### src/rtl/lmac_pkg.sv
package lmac_pkg;

    localparam int HI_IDX_LSB = 16;
    localparam int LO_IDX_LSB = 12;
    localparam int SIGNED_BIT = 22;
    localparam int ACCUM_BIT  = 21;
    localparam int FLAGS_BIT  = 20;

    typedef enum logic [1:0] {
        ST_IDLE,
        ST_MUL,
        ST_FIN
    } lmac_state_e;

    typedef struct packed {
        logic [3:0]  hi_idx;
        logic [3:0]  lo_idx;
        logic        do_acc;
        logic        set_flags;
        logic        neg;
        logic [31:0] mag_m;
        logic [31:0] mag_s;
        logic [63:0] acc;
    } lmac_cmd_t;

endpackage

### src/rtl/lmac_decode.sv
module lmac_decode
    import lmac_pkg::*;
(
    input  logic [31:0] instr,
    input  logic [31:0] op_m,
    input  logic [31:0] op_s,
    input  logic [31:0] acc_hi,
    input  logic [31:0] acc_lo,
    output lmac_cmd_t   cmd
);
    logic is_signed;
    logic m_neg;
    logic s_neg;

    always_comb begin
        is_signed     = instr[SIGNED_BIT];
        m_neg         = is_signed & op_m[31];
        s_neg         = is_signed & op_s[31];
        cmd.hi_idx    = instr[HI_IDX_LSB +: 4];
        cmd.lo_idx    = instr[LO_IDX_LSB +: 4];
        cmd.do_acc    = instr[ACCUM_BIT];
        cmd.set_flags = instr[FLAGS_BIT];
        cmd.neg       = m_neg ^ s_neg;
        // magnitude of the most negative value is still correct as unsigned
        cmd.mag_m     = m_neg ? (~op_m + 32'd1) : op_m;
        cmd.mag_s     = s_neg ? (~op_s + 32'd1) : op_s;
        cmd.acc       = {acc_hi, acc_lo};
    end
endmodule

### src/rtl/lmac_iter.sv
module lmac_iter #(
    parameter int WORD_W  = 32,
    parameter int DIGIT_W = 4
) (
    input  logic                  clk,
    input  logic                  rst_n,
    input  logic                  load,
    input  logic                  step,
    input  logic [WORD_W-1:0]     mag_m,
    input  logic [WORD_W-1:0]     mag_s,
    output logic [2*WORD_W-1:0]   prod
);
    localparam int PROD_W = 2 * WORD_W;

    logic [PROD_W-1:0] mcand;
    logic [WORD_W-1:0] mplier;
    logic [PROD_W-1:0] partial;

    generate
        if (DIGIT_W == 1) begin : g_radix2
            always_comb partial = mplier[0] ? mcand : '0;
        end else begin : g_radixn
            always_comb partial = mcand * {{(PROD_W-DIGIT_W){1'b0}}, mplier[DIGIT_W-1:0]};
        end
    endgenerate

    always_ff @(posedge clk) begin
        if (!rst_n) begin
            mcand  <= '0;
            mplier <= '0;
            prod   <= '0;
        end else if (load) begin
            mcand  <= {{WORD_W{1'b0}}, mag_m};
            mplier <= mag_s;
            prod   <= '0;
        end else if (step) begin
            prod   <= prod + partial;
            mcand  <= mcand << DIGIT_W;
            mplier <= mplier >> DIGIT_W;
        end
    end
endmodule

### src/rtl/lmac_finish.sv
module lmac_finish #(
    parameter int WORD_W = 32
) (
    input  logic [2*WORD_W-1:0] prod,
    input  logic                neg,
    input  logic                do_acc,
    input  logic [2*WORD_W-1:0] acc,
    output logic [2*WORD_W-1:0] result,
    output logic                is_neg,
    output logic                is_zero
);
    logic [2*WORD_W-1:0] signed_prod;

    always_comb begin
        signed_prod = neg ? (~prod + 1'b1) : prod;
        result      = signed_prod + (do_acc ? acc : '0);
        is_neg      = result[2*WORD_W-1];
        is_zero     = (result == '0);
    end
endmodule

### src/rtl/lmac_unit.sv
module lmac_unit
    import lmac_pkg::*;
#(
    parameter int WORD_W  = 32,
    parameter int DIGIT_W = 4
) (
    input  logic        clk,
    input  logic        rst_n,
    input  logic        start,
    input  logic [31:0] instr,
    input  logic [31:0] op_m,
    input  logic [31:0] op_s,
    input  logic [31:0] acc_hi,
    input  logic [31:0] acc_lo,
    output logic [3:0]  dst_hi,
    output logic [3:0]  dst_lo,
    output logic [31:0] res_hi,
    output logic [31:0] res_lo,
    output logic        flag_n,
    output logic        flag_z,
    output logic        flag_wr,
    output logic        done
);
    localparam int ITERS = WORD_W / DIGIT_W;
    localparam int CNT_W = $clog2(ITERS + 1);

    lmac_state_e state, state_nx;
    lmac_cmd_t   cmd_in, cmd_q;
    logic [CNT_W-1:0] cnt;
    logic        accept, last;
    logic [63:0] prod, result;
    logic        r_neg, r_zero;

    lmac_decode u_decode (
        .instr (instr), .op_m (op_m), .op_s (op_s),
        .acc_hi(acc_hi), .acc_lo(acc_lo), .cmd (cmd_in)
    );

    lmac_iter #(.WORD_W(WORD_W), .DIGIT_W(DIGIT_W)) u_iter (
        .clk  (clk), .rst_n(rst_n),
        .load (accept), .step(state == ST_MUL),
        .mag_m(cmd_in.mag_m), .mag_s(cmd_in.mag_s),
        .prod (prod)
    );

    lmac_finish #(.WORD_W(WORD_W)) u_finish (
        .prod (prod), .neg(cmd_q.neg), .do_acc(cmd_q.do_acc), .acc(cmd_q.acc),
        .result(result), .is_neg(r_neg), .is_zero(r_zero)
    );

    assign accept = (state == ST_IDLE) && start;
    assign last   = (cnt == CNT_W'(ITERS - 1));

    always_comb begin
        state_nx = state;
        unique case (state)
            ST_IDLE: if (start) state_nx = ST_MUL;   // accept
            ST_MUL:  if (last)  state_nx = ST_FIN;   // last / step
            ST_FIN:             state_nx = ST_IDLE;  // retire
            default:            state_nx = ST_IDLE;
        endcase
    end

    always_ff @(posedge clk) begin
        if (!rst_n) begin
            state <= ST_IDLE;
            cnt   <= '0;
            cmd_q <= '0;
        end else begin
            state <= state_nx;
            if (accept) begin
                cmd_q <= cmd_in;
                cnt   <= '0;
            end else if (state == ST_MUL) begin
                cnt <= cnt + 1'b1;
            end
        end
    end

    always_ff @(posedge clk) begin
        if (!rst_n) begin
            dst_hi  <= '0;
            dst_lo  <= '0;
            res_hi  <= '0;
            res_lo  <= '0;
            flag_n  <= 1'b0;
            flag_z  <= 1'b0;
            flag_wr <= 1'b0;
            done    <= 1'b0;
        end else begin
            done    <= 1'b0;
            flag_wr <= 1'b0;
            if (state == ST_FIN) begin
                dst_hi  <= cmd_q.hi_idx;
                dst_lo  <= cmd_q.lo_idx;
                res_hi  <= result[63:32];
                res_lo  <= result[31:0];
                flag_n  <= r_neg;
                flag_z  <= r_zero;
                flag_wr <= cmd_q.set_flags;
                done    <= 1'b1;
            end
        end
    end
endmodule

### config.mk
export PLATFORM = sky130hd
export DESIGN_NAME = lmac_unit
export DESIGN_NICKNAME = d
export VERILOG_FILES = /design/src/rtl/lmac_pkg.sv /design/src/rtl/lmac_decode.sv /design/src/rtl/lmac_iter.sv /design/src/rtl/lmac_finish.sv /design/src/rtl/lmac_unit.sv
export SDC_FILE = /design/constraint.sdc
export NUM_CORES = 2
export LEC_CHECK = 0
export BUFFER_PORTS_ARGS = -buffer_cell sky130_fd_sc_hd__buf_2
export CORE_UTILIZATION = 28
export DETAILED_ROUTE_END_ITERATION = 6
export GPL_TIMING_DRIVEN = 0
export PLACE_DENSITY = 0.44
export SYNTH_ARGS = -nofsm -noshare
export SYNTH_HDL_FRONTEND = slang
export SYNTH_SLANG_ARGS = --single-unit
### constraint.sdc
create_clock -name clk -period 11 [get_ports clk]
set_clock_uncertainty 0.15 [all_clocks]
set_input_delay 2.75 -clock clk [delete_from_list [all_inputs] [get_ports clk]]
set_output_delay 2.75 -clock clk [all_outputs]
set_load 0.05 [all_outputs]
==> metrics.txt <==
# TYPE chip_impl_metric gauge
chip_impl_metric{name="cts.repair_timing.setup_buffer_count",unit=""} 0
chip_impl_metric{name="groute.usage.overall",unit=""} 0.2050
chip_impl_metric{name="floorplan.initialDensity",unit=""} 0.2829
chip_impl_info{name="critical_path.reg2reg.endpoint",value="u_iter.prod[61]"} 1
chip_impl_metric{name="grt_max_degree",unit=""} 13
chip_impl_metric{name="gp_congestion",unit=""} 0.9144
chip_impl_metric{name="power_switching",unit="uW"} 1072
chip_impl_metric{name="total_i_o_pin_count",unit=""} 239
chip_impl_metric{name="fmax",unit="GHz"} 0.1265
chip_impl_metric{name="syn_avg_cell_area",unit="sq um"} 7.675
chip_impl_metric{name="clk-insertion-delay-late",unit="ns"} 0.58
chip_impl_metric{name="route.detailed.vias_per_inst",unit=""} 4.920
chip_impl_metric{name="switching_power_as_a_share_of_total_power",unit=""} 0.3164
chip_impl_metric{name="finalSetupViolCount",unit=""} 0
chip_impl_info{name="final_cell_mix",value="nand2_1, dfxtp_1, a21oi_1, and2_1, inv_1"} 1
chip_impl_metric{name="firstDrtPassIters",unit=""} 6
chip_impl_metric{name="global_route_wire_length_before_repair",unit="um"} 161000
chip_impl_metric{name="hold-path-cell-count",unit=""} 2
chip_impl_metric{name="cts.repair.resized",unit=""} 0
chip_impl_metric{name="cts_hold_buffers",unit=""} 0
chip_impl_metric{name="cap_viol_max_count",unit=""} 0
chip_impl_metric{name="flow.area_growth_from_synthesis",unit="%"} 14.56
chip_impl_metric{name="combinationalPowerShare",unit=""} 0.209
chip_impl_info{name="cp-startpoint",value="u_iter.mplier[2]"} 1
chip_impl_metric{name="nFillCells",unit=""} 11030
chip_impl_metric{name="reg2regPathDepth",unit=""} 20
chip_impl_metric{name="die_x",unit="um"} 320.1
chip_impl_metric{name="synthArstFlopShare",unit=""} 0
chip_impl_metric{name="cts_made_buffers",unit=""} 39
chip_impl_info{name="tritoncts",value="done"} 1
chip_impl_metric{name="total_power",unit="uW"} 3388
chip_impl_info{name="worstHoldPathType",value="flop to flop"} 1
chip_impl_metric{name="port_buffers",unit=""} 217
chip_impl_metric{name="path_clk_slew",unit="ns"} 0.06
chip_impl_info{name="worstReg2RegStart",value="u_iter.mplier[2]"} 1
chip_impl_metric{name="fin_crit_sh",unit=""} 0.7186
chip_impl_metric{name="worst_path_required",unit="ns"} 11.33
chip_impl_metric{name="final-max-slew-violation-count",unit=""} 0
chip_impl_info{name="grt_setup_unrepaired",value="no"} 1
chip_impl_info{name="cp_cell_sequence",value="clkbuf_1 > clkbuf_1 > and2_1 > fa_1 > fa_1 > inv_1 > fa_1 > inv_1 > ha_1 > and4_1 > and4_1 > nand2_1 > o41ai_1 > a21oi_1 > o41ai_1 > a21oi_1 > o21a_1 > o21ai_0 > mux2_2 > o22ai_1"} 1
chip_impl_metric{name="final.setup.tns",unit="ns"} 0
chip_impl_metric{name="p_int",unit="uW"} 2316
chip_impl_metric{name="arrival",unit="ns"} 8.23
chip_impl_metric{name="ys_seq_elements",unit=""} 316
chip_impl_metric{name="synth_fp_nets",unit=""} 4186
chip_impl_info{name="ys.flop_type",value="dfxtp_1"} 1
chip_impl_metric{name="htree_levels",unit=""} 2
chip_impl_metric{name="grt_overflow_total",unit=""} 0
chip_impl_metric{name="first_global_vias",unit=""} 25620
chip_impl_metric{name="route.detailed.wl_per_inst",unit="um"} 20.15
chip_impl_metric{name="max_incr_delay_on_cp",unit="ns"} 0.95
chip_impl_metric{name="core.rowCount",unit=""} 116
chip_impl_metric{name="finalCriticalPeriod",unit="ns"} 7.904
chip_impl_metric{name="detailroute.via_count",unit=""} 25970
chip_impl_metric{name="tightest_slew",unit="ns"} 1.273
chip_impl_metric{name="power_density",unit="nW/um^2"} 104.4
chip_impl_metric{name="count_of_flip_flops_with_a_built_in_enable_after_synthesis",unit=""} 0
chip_impl_metric{name="synthesis.instances",unit=""} 3692
chip_impl_metric{name="post_synth_instance_area",unit="sq um"} 28340
chip_impl_info{name="critical-path-top-cell-by-count",value="fa_1"} 1
chip_impl_metric{name="drive_above_1_share",unit=""} 0.08015
chip_impl_metric{name="fp.dieArea",unit="sq um"} 102500
chip_impl_metric{name="worstPathMaxFanout",unit=""} 10
chip_impl_info{name="worst_hold_path.endpoint",value="res_hi[27]"} 1
chip_impl_metric{name="antennaDiodeCount",unit=""} 0
chip_impl_metric{name="post-route-drc-count",unit=""} 0
chip_impl_metric{name="max-vdd-ir-drop",unit="uV"} 84.64
chip_impl_info{name="setup.worst_path.start_class",value="flop"} 1
chip_impl_metric{name="synth-warning-count",unit=""} 0
chip_impl_metric{name="number_of_hold_violations_in_the_final_report",unit=""} 0
chip_impl_metric{name="post_synth_num_cell_types",unit=""} 75
chip_impl_metric{name="slew-limit-headroom",unit=""} 0.1515
chip_impl_metric{name="ctsLongestPathBuffers",unit=""} 3
chip_impl_metric{name="pwr-share-clk",unit=""} 0.426
chip_impl_metric{name="clock-sinks",unit=""} 316
chip_impl_info{name="hold_start",value="res_hi[27]"} 1
chip_impl_metric{name="finalWirelength",unit="um"} 106400
chip_impl_metric{name="detailed_route_iter0_violations",unit=""} 1686
chip_impl_metric{name="number_of_antenna_violations_at_the_first_check_in_global_routing",unit=""} 4
chip_impl_metric{name="detailedPlacementHpwl",unit="um"} 87000
chip_impl_info{name="crit_slowest_cell",value="o41ai_1"} 1
chip_impl_metric{name="total_leakage_power",unit="uW"} 0.01448
chip_impl_info{name="status",value="finished clean"} 1
chip_impl_metric{name="dieHeight",unit="um"} 320.1
chip_impl_metric{name="r2r_setup_slk",unit="ns"} 3.10
chip_impl_metric{name="fp.coreArea",unit="sq um"} 100100
chip_impl_metric{name="ant_nets",unit=""} 0
chip_impl_info{name="endpoint_kind",value="flop"} 1
chip_impl_metric{name="seq_power_share",unit=""} 0.365
chip_impl_info{name="final_common_cell",value="nand2_1"} 1
chip_impl_info{name="clock_root_buffer_master",value="clkbuf_16"} 1
chip_impl_info{name="crit_type",value="flop to flop"} 1
chip_impl_metric{name="ys_seq_area_frac",unit=""} 0.2233
chip_impl_metric{name="finalNetCount",unit=""} 4444
area by class of cell:
cell class / instances / area (sq um) / area share
clock buffers: 55 / 1137 / 0.03504
flip-flops and latches: 316 / 6326 / 0.1949
inverters: 228 / 855.8 / 0.02636
well taps: 1298 / 1624 / 0.05003
repair buffers: 217 / 1086 / 0.03346
multi-input cells: 2940 / 20370 / 0.6275
clock inverters: 16 / 276.5 / 0.008518
plain buffers: 208 / 787.0 / 0.02424
logic make-up after synthesis:
kind of cell,Yosys count,share of synthesized area
xor+xnor,230,0.07109
fa+ha+maj,331,0.1946
simple gates,1495,0.2471
buf+inv,436,0.05793
compound gates,877,0.2034
flops,316,0.2233
mux,7,0.002649
power groups by stage:
stage          clock network (uW)  registers (uW)  logic (uW)
2_1_floorplan                   0            1240         458
3_3_place_gp                    0            1260         714
3_5_place_dp                    0            1260         711
4_1_cts                      1490            1230         715
5_1_grt                      1530            1240         786
6_report                     1440            1240         709
sequential cells by signal, summed over array words and instances (netlist names):
signal	cells
cmd_q	75
done	1
flag_z	1
u_iter.prod	64
cnt	4
res_lo	32
u_iter.mcand	64
dst_hi	4
state	2
dst_lo	4
res_hi	32
flag_wr	1
u_iter.mplier	32
worst max-delay path, delay by kind of cell (launching register included):
kind                       cells  cell delay [ns]
AOI/OAI and AO/OA              7             3.12
adders and majority gates      4             1.80
buffers and inverters          4             1.15
and+or+nand+nor                4             0.89
muxes                          1             0.39
DFF                            1             0.30
synthesized netlist by cell type (7+ instances only):
cell | count | area, sq um
a21oi_1 | 260 | 1301
or4_1 | 13 | 97.59
clkbuf_1 | 197 | 739.5
a31oi_1 | 22 | 137.6
nor4_1 | 15 | 93.84
nand2b_1 | 17 | 106.4
inv_1 | 228 | 855.8
nand4_1 | 40 | 250.2
buf_1 | 9 | 33.78
o31ai_1 | 27 | 202.7
nor2b_1 | 19 | 118.9
o211ai_1 | 8 | 60.06
o311a_1 | 8 | 80.08
nor3_1 | 48 | 240.2
a311oi_1 | 7 | 61.31
or2_2 | 10 | 62.56
o21a_1 | 21 | 157.7
a21boi_0 | 131 | 983.4
xor2_1 | 73 | 639.4
a211oi_1 | 14 | 105.1
xnor2_1 | 157 | 1375
a21o_1 | 67 | 503.0
and3_1 | 19 | 118.9
o41ai_1 | 20 | 175.2
o21ai_0 | 162 | 810.8
and2_1 | 249 | 1558
or3_1 | 21 | 131.4
dfxtp_1 | 316 | 6326
nand3_1 | 112 | 560.5
nand2_1 | 769 | 2887
nor2_1 | 132 | 495.5
o21bai_1 | 22 | 165.2
ha_1 | 148 | 1852
o211a_1 | 48 | 480.5
and4_1 | 7 | 61.31
fa_1 | 183 | 3664
through the flow:
stage	std cells	instance area (sq um)	util	hold slack, ns	setup slack (ns)
after floorplan	3692	28340	-	0.2866	5.307
after global placement	5207	31050	0.3100	0.3008	3.086
after detailed placement	5207	31050	0.3100	0.3053	3.044
after CTS	5278	32460	0.3241	0.3150	3.002
after global routing	5278	32460	0.3241	0.3269	2.779
final	5278	32460	0.3241	0.3100	3.096
how the worst max path moves through the flow:
stage | to | slack, ns | depth (start not counted)
3_3_place_gp | u_iter.prod[61] | 3.09 | 20
4_1_cts | u_iter.prod[61] | 3.00 | 20
2_1_floorplan | u_iter.prod[61] | 5.31 | 20
6_report | u_iter.prod[61] | 3.10 | 20
5_1_grt | u_iter.prod[61] | 2.78 | 20
3_5_place_dp | u_iter.prod[61] | 3.04 | 20
per-layer routing:
layer	vias to the layer above	track usage	share of wire
met5	-	0	0
met4	0	0.04774	0.023
met3	110	0.02298	0.042
met2	594	0.3317	0.45
met1	12240	0.2900	0.49
li1	13020	-	-
Power figures use the tool's default switching activity.
